==> config.mk <==
export PLATFORM = sky130hd
export DESIGN_NAME = frame_alloc_ctrl
export DESIGN_NICKNAME = d
export VERILOG_FILES = /design/src/rtl/frame_alloc_ctrl.sv
export SDC_FILE = /design/constraint.sdc
export NUM_CORES = 1
export LEC_CHECK = 0
export BUFFER_PORTS_ARGS = -buffer_cell sky130_fd_sc_hd__buf_4
export CORE_MARGIN = 1.5
export CORE_UTILIZATION = 40
export CTS_CLUSTER_SIZE = 10
export DETAILED_ROUTE_END_ITERATION = 8
export GPL_TIMING_DRIVEN = 0
export PLACE_DENSITY_LB_ADDON = 0.3
export SYNTH_ARGS = -nofsm -noshare
export SYNTH_HDL_FRONTEND = slang
export SYNTH_SLANG_ARGS = --single-unit
==> constraint.sdc <==
create_clock -name clk -period 1.9 [get_ports clk]
set_clock_uncertainty 0.1 [all_clocks]
set_input_delay 0.38 -clock clk [delete_from_list [all_inputs] [get_ports clk]]
set_output_delay 0.38 -clock clk [all_outputs]
set_load 0.005 [all_outputs]
==> src/rtl/frame_alloc_ctrl.sv <==
module frame_alloc_ctrl #(
  parameter int PE_ID    = 0,
  parameter int N_FRAMES = 4,
  localparam int FR_W    = (N_FRAMES > 1) ? $clog2(N_FRAMES) : 1,
  localparam int N_ACT   = 8
) (
  input  logic                clk,
  input  logic                rst_n,
  input  logic                in_valid,
  output logic                in_ready,
  input  logic [15:0]         in_flit,
  input  logic                rel_valid,
  input  logic [2:0]          rel_act,
  input  logic [2:0]          lk_act,
  output logic                lk_hit,
  output logic [FR_W-1:0]     lk_frame,
  output logic [N_FRAMES-1:0] frame_valid,
  output logic                imem_we,
  output logic [4:0]          imem_addr,
  output logic [15:0]         imem_wdata,
  output logic                fr_we,
  output logic [FR_W-1:0]     fr_frame,
  output logic [5:0]          fr_slot,
  output logic [15:0]         fr_wdata,
  output logic                err_full,
  output logic                err_dup,
  output logic                err_unmapped
);

  logic              phase;
  logic [15:0]       hdr;
  logic [N_ACT-1:0]  map_v;
  logic [FR_W-1:0]   map_f [N_ACT];
  logic              free_any;
  logic [FR_W-1:0]   free_idx;

  wire       acc       = in_valid && in_ready;
  wire       tok_done  = acc && phase;
  wire       hdr_local = (hdr[15:13] == 3'b011) && (hdr[12:11] == PE_ID[1:0]);
  wire       is_ctl    = hdr[10:9] == 2'b00;
  wire       is_wr     = hdr[10:9] == 2'b01;
  wire       t_bit     = hdr[8];
  wire [4:0] t_slot    = hdr[7:3];
  wire [2:0] t_act     = hdr[2:0];

  assign in_ready = !rel_valid;
  assign lk_hit   = map_v[lk_act];
  assign lk_frame = map_f[lk_act];

  always_comb begin
    free_any = 1'b0;
    free_idx = '0;
    for (int i = N_FRAMES - 1; i >= 0; i--) begin
      if (!frame_valid[i]) begin
        free_any = 1'b1;
        free_idx = FR_W'(i);
      end
    end
  end

  always_ff @(posedge clk) begin
    if (!rst_n) begin
      phase        <= 1'b0;
      hdr          <= '0;
      map_v        <= '0;
      frame_valid  <= '0;
      for (int a = 0; a < N_ACT; a++) map_f[a] <= '0;
      imem_we      <= 1'b0;
      imem_addr    <= '0;
      imem_wdata   <= '0;
      fr_we        <= 1'b0;
      fr_frame     <= '0;
      fr_slot      <= '0;
      fr_wdata     <= '0;
      err_full     <= 1'b0;
      err_dup      <= 1'b0;
      err_unmapped <= 1'b0;
    end else begin
      imem_we      <= 1'b0;
      fr_we        <= 1'b0;
      err_full     <= 1'b0;
      err_dup      <= 1'b0;
      err_unmapped <= 1'b0;
      if (acc) begin
        phase <= !phase;
        if (!phase) hdr <= in_flit;
      end
      if (rel_valid) begin
        if (map_v[rel_act]) begin
          map_v[rel_act]              <= 1'b0;
          frame_valid[map_f[rel_act]] <= 1'b0;
        end else begin
          err_unmapped <= 1'b1;
        end
      end else if (tok_done && hdr_local) begin
        if (is_ctl && !t_bit) begin
          if (map_v[t_act]) begin
            err_dup <= 1'b1;
          end else if (!free_any) begin
            err_full <= 1'b1;
          end else begin
            map_v[t_act]          <= 1'b1;
            map_f[t_act]          <= free_idx;
            frame_valid[free_idx] <= 1'b1;
          end
        end else if (is_ctl && t_bit) begin
          if (map_v[t_act]) begin
            map_v[t_act]              <= 1'b0;
            frame_valid[map_f[t_act]] <= 1'b0;
          end else begin
            err_unmapped <= 1'b1;
          end
        end else if (is_wr && !t_bit) begin
          imem_we    <= 1'b1;
          imem_addr  <= t_slot;
          imem_wdata <= in_flit;
        end else if (is_wr && t_bit) begin
          if (map_v[t_act]) begin
            fr_we    <= 1'b1;
            fr_frame <= map_f[t_act];
            fr_slot  <= {1'b0, t_slot};
            fr_wdata <= in_flit;
          end else begin
            err_unmapped <= 1'b1;
          end
        end
      end
    end
  end

  AST_FULL_NO_CHANGE: assert property (@(posedge clk) disable iff (!rst_n)
    err_full |-> (frame_valid == $past(frame_valid)) && (map_v == $past(map_v)));

  AST_DUP_KEEPS_MAP: assert property (@(posedge clk) disable iff (!rst_n)
    err_dup |-> (map_v == $past(map_v)) && (frame_valid == $past(frame_valid)));

  AST_WRITE_HITS_VALID: assert property (@(posedge clk) disable iff (!rst_n)
    fr_we |-> frame_valid[fr_frame]);

  AST_NO_WRITE_ON_ERR: assert property (@(posedge clk) disable iff (!rst_n)
    err_unmapped |-> !fr_we && !imem_we);

  AST_MAP_MATCHES_POOL: assert property (@(posedge clk) disable iff (!rst_n)
    $countones(frame_valid) == $countones(map_v));

  AST_ONE_ALLOC_STEP: assert property (@(posedge clk) disable iff (!rst_n)
    $countones(frame_valid) <= $countones($past(frame_valid)) + 1);

endmodule

# Yosys cells after proc, flatten, opt, wreduce, memory -nomap -nowiden
# Memories as Yosys holds them, arrays and structs flattened. A register that Yosys moved wholly into a read port is not among the register bits.
# Index checks and enable logic that the tools add are counted.
[word_totals]
output_inout_bits = 58
word_cells = 143
register_bits = 78
n_memories = 1
inputBits = 26
ramBits = 16
[mem_list]
columns = ["name", "depth", "word_bits", "rd", "rd_ports_with_merged_regs", "write_ports", "line", "source"]
rows = [
  ["map_f", 8, 2, 3, 1, 8, "33", "logic [FR_W-1:0] map_f [N_ACT];"],
]
[op_classes]
n_bitwise = 18
mux = 64
n_reduce_logical = 30
eq_ne = 5
order_cmp = 11
[ops]
columns = ["op", "count"]
rows = [
  ["8-bit 2-to-1 mux", 8],
  ["1-bit 2-to-1 mux", 32],
  ["4-bit 2-to-1 mux", 8],
  ["8-bit AND", 2],
  ["8-bit inverter", 2],
  ["1-bit logical AND", 13],
  ["3-bit by 4-bit < comparator with 1-bit output, second input constant", 3],
  ["2-bit 2-to-1 mux", 5],
  ["5-bit OR reduction", 2],
  ["1-bit binary-select mux with 3-bit select", 3],
  ["2-bit by 3-bit < comparator with 1-bit output, second input constant", 3],
  ["3-bit 2-to-1 mux", 3],
  ["4-bit AND", 2],
  ["1-bit inverter", 8],
  ["4-bit inverter", 2],
  ["8-bit bitwise OR", 1],
  ["7-bit AND reduction", 1],
  ["7-bit OR reduction", 1],
  ["1-bit demux with 2-bit select", 3],
  ["1-bit demux with 3-bit select", 2],
  ["2-bit by 1-bit greater-or-equal comparator with 1-bit output, second input constant", 3],
  ["3-bit by 1-bit greater-or-equal comparator with 1-bit output, second input constant", 2],
  ["3-bit != test, second input constant", 2],
  ["6-bit AND reduction", 1],
  ["other kinds (12)", 16],
]

# Logic depth before layout (Yosys ltp)
[logic_depth]
word_depth = 14
ltp_mapped = 8
mapped_depth_nobuf = 5

# Worst setup path after synthesis
# Ideal clock, no wire load.
[synth_timing]
path_type = "register to register"
startpoint = "register hdr[2]"
endpoint = "register (tool-made name)"
path_stages_with_launch = 9
path_slack_ns = -0.187
n_path_buf = 3
arrival_time_ns = 1.869
required_time_ns = 1.681
period_less_slack_ns = 2.087
cell_sequence = "dfxtp_1 buf_6 or3b_1 buf_6 o22ai_4 o41ai_4 a211o_4 buf_6 o221a_1"
[synth_lines]
columns = ["element", "line", "source"]
rows = [
  ["from (decl)", "31", "logic [15:0] hdr;"],
  ["from (signal assigned)", "86", "if (!phase) hdr <= in_flit;"],
]

==> summary.txt <==
=================================================================================
Clock network latency to the later pin of the worst-skew pair             0.36 ns
Number of DRC markers in iteration 0                                          275
Most frequent cells in the layout                                    sky130_fd_sc_hd__buf_4 (95), sky130_fd_sc_hd__nand2_1 (88), sky130_fd_sc_hd__dfxtp_1 (71)
Antenna-violating nets left                                                     0
Setup tns final                                                         -15.10 ns
I/O Pins                                                                       84
Layout cells sized above 1                                                  36.4%
Total wirelength of the detailed-routed design                           14300 µm
Startpoint of the worst hold path                                     in_flit[11]
Run status                                                           finished with violations
Largest net degree at the start of global routing                              19
Arrival time of data at the critical path endpoint                        2.42 ns
List of cells traversed by the critical path                         mux2i_4 -> buf_6 -> o221ai_4 -> o21a_2 -> buf_4 -> a2111oi_2 -> o221a_1
P&R area growth vs syn                                                      40.0%
Wire length of the first global-routing pass                             22300 µm
Netlist Area Pre-Place                                                0.00464 mm²
HPWL after detailed placement                                             9610 µm
Leakage dissipation                                                       2.56 nW
Worst Slack Setup Final                                                 -0.323 ns
Net total in the final layout                                                 650
Total DRC errors in the routed layout                                           0
Post-synth EDFFs                                                               16
Max-cap viol count                                                              0
Leftover overflow at the end of global routing                                  0
Sequential element share of the synthesized area                            45.3%
Crit path launch type                                                   flip-flop
Final number of max-transition violations                                       0
WL/cell                                                                   18.5 µm
Vias                                                                         4351
Initial antenna violation count                                                 0
Final design instance area without fill                               0.00650 mm²
Number of sinks driven by the clock tree                                       97
Largest delay contributor family on the critical path                compound AO/OA/AOI/OAI gates
Floorplan die area                                                     0.0123 mm²
Largest cells by area after synthesis                                sky130_fd_sc_hd__dfxtp_1 (35%), sky130_fd_sc_hd__edfxtp_1 (10%), sky130_fd_sc_hd__mux2i_1 (7.5%)
Cells after Synth                                                             506
Num rows                                                                       39
Critical Path End Type                                                  flip-flop
Slew @ Worst Pin                                                          1.13 ns
Drt pass-1 iters                                                                5
Die height                                                                 111 µm
Count of unique library cells instantiated by Yosys                            60
Power density of the placed cells                                      709 mW/mm²
Largest voltage drop on the vdd net                                      0.735 mV
Delay of the slowest critical-path stage                                  0.43 ns
Relative slew slack                                                         24.6%
Horizontal die dimension                                                   111 µm
Final setup vio count                                                          70
Leading cell type in the layout, fill and taps excluded              sky130_fd_sc_hd__buf_4
RSZ-0062 raised after global routing                                          yes
Crit Path Max Fanout                                                            6
Standard cell with the maximum stage delay on the critical path      sky130_fd_sc_hd__dfxtp_4
Number of buffers inserted by port buffering                                   80
Category of the most critical setup path                                  reg2reg
Overall Power                                                           0.00461 W
Max Fclk                                                                  450 MHz
Final period demand of the worst path                                     2.22 ns
TritonCTS clock tree                                                         done
Via count of the first global-routing pass                                   4263
Cell area after placement                                             0.00545 mm²
Synthesized netlist net count                                                 532
CTS clock-pin slew for the worst setup and hold paths                     0.07 ns
Path category of the worst min-delay check                                 in2reg
Antenna diodes                                                                  0
Deepest clock path buffer count                                                 2
Area share of the leading cell type in the synthesized netlist              34.9%
Mean Syn Cell Area                                                       9.18 µm²
Clk root buf                                                         sky130_fd_sc_hd__clkbuf_16
Fin. Hold Viols                                                                 0
Worst R2R Start                                                            hdr[2]
Ratio of final minimum period to clock period                                117%
Violations in the final reports                                      negative setup slack
Number of register bits inferred by synthesis                                  97
TritonCTS buffer count                                                          9
Core Util, Final                                                            57.2%
Number of warnings issued by yosys                                              0
Most used flip-flop cell after synthesis                             sky130_fd_sc_hd__dfxtp_1
Initial Util                                                                40.8%
Total buffers and inverters traversed by the critical path                      2
H-tree levels                                                                   3
Routed via count divided by cell count                                       5.64
Core region area                                                       0.0114 mm²
Required time of the critical path                                        2.10 ns
Final weighted congestion in routability-driven placement                   0.861
Fraction of synthesis flops using an asynchronous set or reset pin             0%
Gr usage total                                                              22.9%
Critical Path Start                                                        hdr[2]
Post-synthesis cell type with the largest combined area              sky130_fd_sc_hd__dfxtp_1
=================================================================================
[routing by layer]
metal	global-route usage, %	wire [µm]	part of all wire, %	vias up
li1	-	-	-	2072
met2	36.3	6780	47	221
met1	29.4	5860	41	2026
met5	0	0	0	-
met3	5.19	1220	8.5	32
met4	11.5	454	3.2	0
[through the flow]
| step | hold WS (ns) | std cells | worst slack (ns) |
|---|---|---|---|
| detailed placement | 0.347 | 729 | -0.600 |
| global placement | 0.338 | 729 | -0.634 |
| finish | 0.178 | 772 | -0.323 |
| global route | 0.181 | 772 | -0.398 |
| floorplan | 0.332 | 506 | -0.187 |
| CTS | 0.174 | 766 | -0.340 |
[worst paths after layout]
| path | endpoint | slack, ns | depth (start not counted) |
|---|---|---|---|
| max | flip-flop | -0.32 | 7 |
| min | fr_wdata[11] | 0.18 | 3 |
| max reg2reg | flip-flop | -0.32 | 7 |
| min reg2reg | imem_wdata[7] | 0.36 | 2 |
[worst min-delay path: cells and delay by family]
| kind | cells | cell delay [ns] |
|---|---|---|
| multiplexers | 1 | 0.06 |
| AND/OR/NAND/NOR | 1 | 0.07 |
| buffers and inverters | 1 | 0.09 |
[power by group]
group | switching [W] | internal, W | leakage, nW | total [W]
logic | 0.000324 | 0.000270 | 1.59 | 0.000593
registers | 0.0000712 | 0.00213 | 0.826 | 0.00220
clock network | 0.000857 | 0.000954 | 0.145 | 0.00181
total | 0.00125 | 0.00336 | 2.56 | 0.00461
[synth_stat cells, types with 2 or more instances]
| cell type | instances |
|---|---|
| sky130_fd_sc_hd__o31ai_1 | 3 |
| sky130_fd_sc_hd__o211ai_1 | 2 |
| sky130_fd_sc_hd__inv_1 | 8 |
| sky130_fd_sc_hd__o221a_2 | 2 |
| sky130_fd_sc_hd__dfxtp_1 | 81 |
| sky130_fd_sc_hd__nor3b_1 | 2 |
| sky130_fd_sc_hd__a311o_1 | 2 |
| sky130_fd_sc_hd__nand3_1 | 9 |
| sky130_fd_sc_hd__o21ai_0 | 17 |
| sky130_fd_sc_hd__buf_2 | 5 |
| sky130_fd_sc_hd__nand4_1 | 3 |
| sky130_fd_sc_hd__a31o_2 | 2 |
| sky130_fd_sc_hd__and3_1 | 5 |
| sky130_fd_sc_hd__nand3b_1 | 4 |
| sky130_fd_sc_hd__nor4b_1 | 2 |
| sky130_fd_sc_hd__a21oi_1 | 49 |
| sky130_fd_sc_hd__mux2i_1 | 35 |
| sky130_fd_sc_hd__mux4_2 | 10 |
| sky130_fd_sc_hd__o221a_1 | 7 |
| sky130_fd_sc_hd__nor3_1 | 11 |
| sky130_fd_sc_hd__and2_1 | 7 |
| sky130_fd_sc_hd__nor2b_1 | 3 |
| sky130_fd_sc_hd__edfxtp_1 | 16 |
| sky130_fd_sc_hd__or2_2 | 3 |
| sky130_fd_sc_hd__a22o_1 | 2 |
| sky130_fd_sc_hd__nand2_1 | 89 |
| sky130_fd_sc_hd__a2111oi_0 | 8 |
| sky130_fd_sc_hd__buf_6 | 3 |
| sky130_fd_sc_hd__or3_1 | 2 |
| sky130_fd_sc_hd__nor4_1 | 5 |
| sky130_fd_sc_hd__clkbuf_1 | 27 |
| sky130_fd_sc_hd__mux2_2 | 5 |
| sky130_fd_sc_hd__nor2_1 | 50 |
[repair_timing]
item,4_1_cts,5_1_grt
endpoints found under the setup margin,101,93
gates cloned,0,3
endpoints found under the hold margin,0,0
setup buffers,23,8
hold buffers,0,0
pin swaps,15,10
resized for setup,67,68
[cell families after synthesis]
logic type      Yosys count  synth area share (%)
simple gates            200                  19.4
flops                    97                  45.3
compound gates          112                  17.2
buf+inv                  46                  4.42
other cells               1                0.0808
mux                      50                  13.6
[cell type report]
class,count,area [µm²]
clock inverters,6,58.8
multi-input cells,364,2730
inverters,9,33.8
flip-flops and latches,97,2120
clock buffers,10,239
well taps,143,179
plain buffers,33,186
repair buffers,110,960
fillers,972,4870
(Power assumes the default switching activity.)
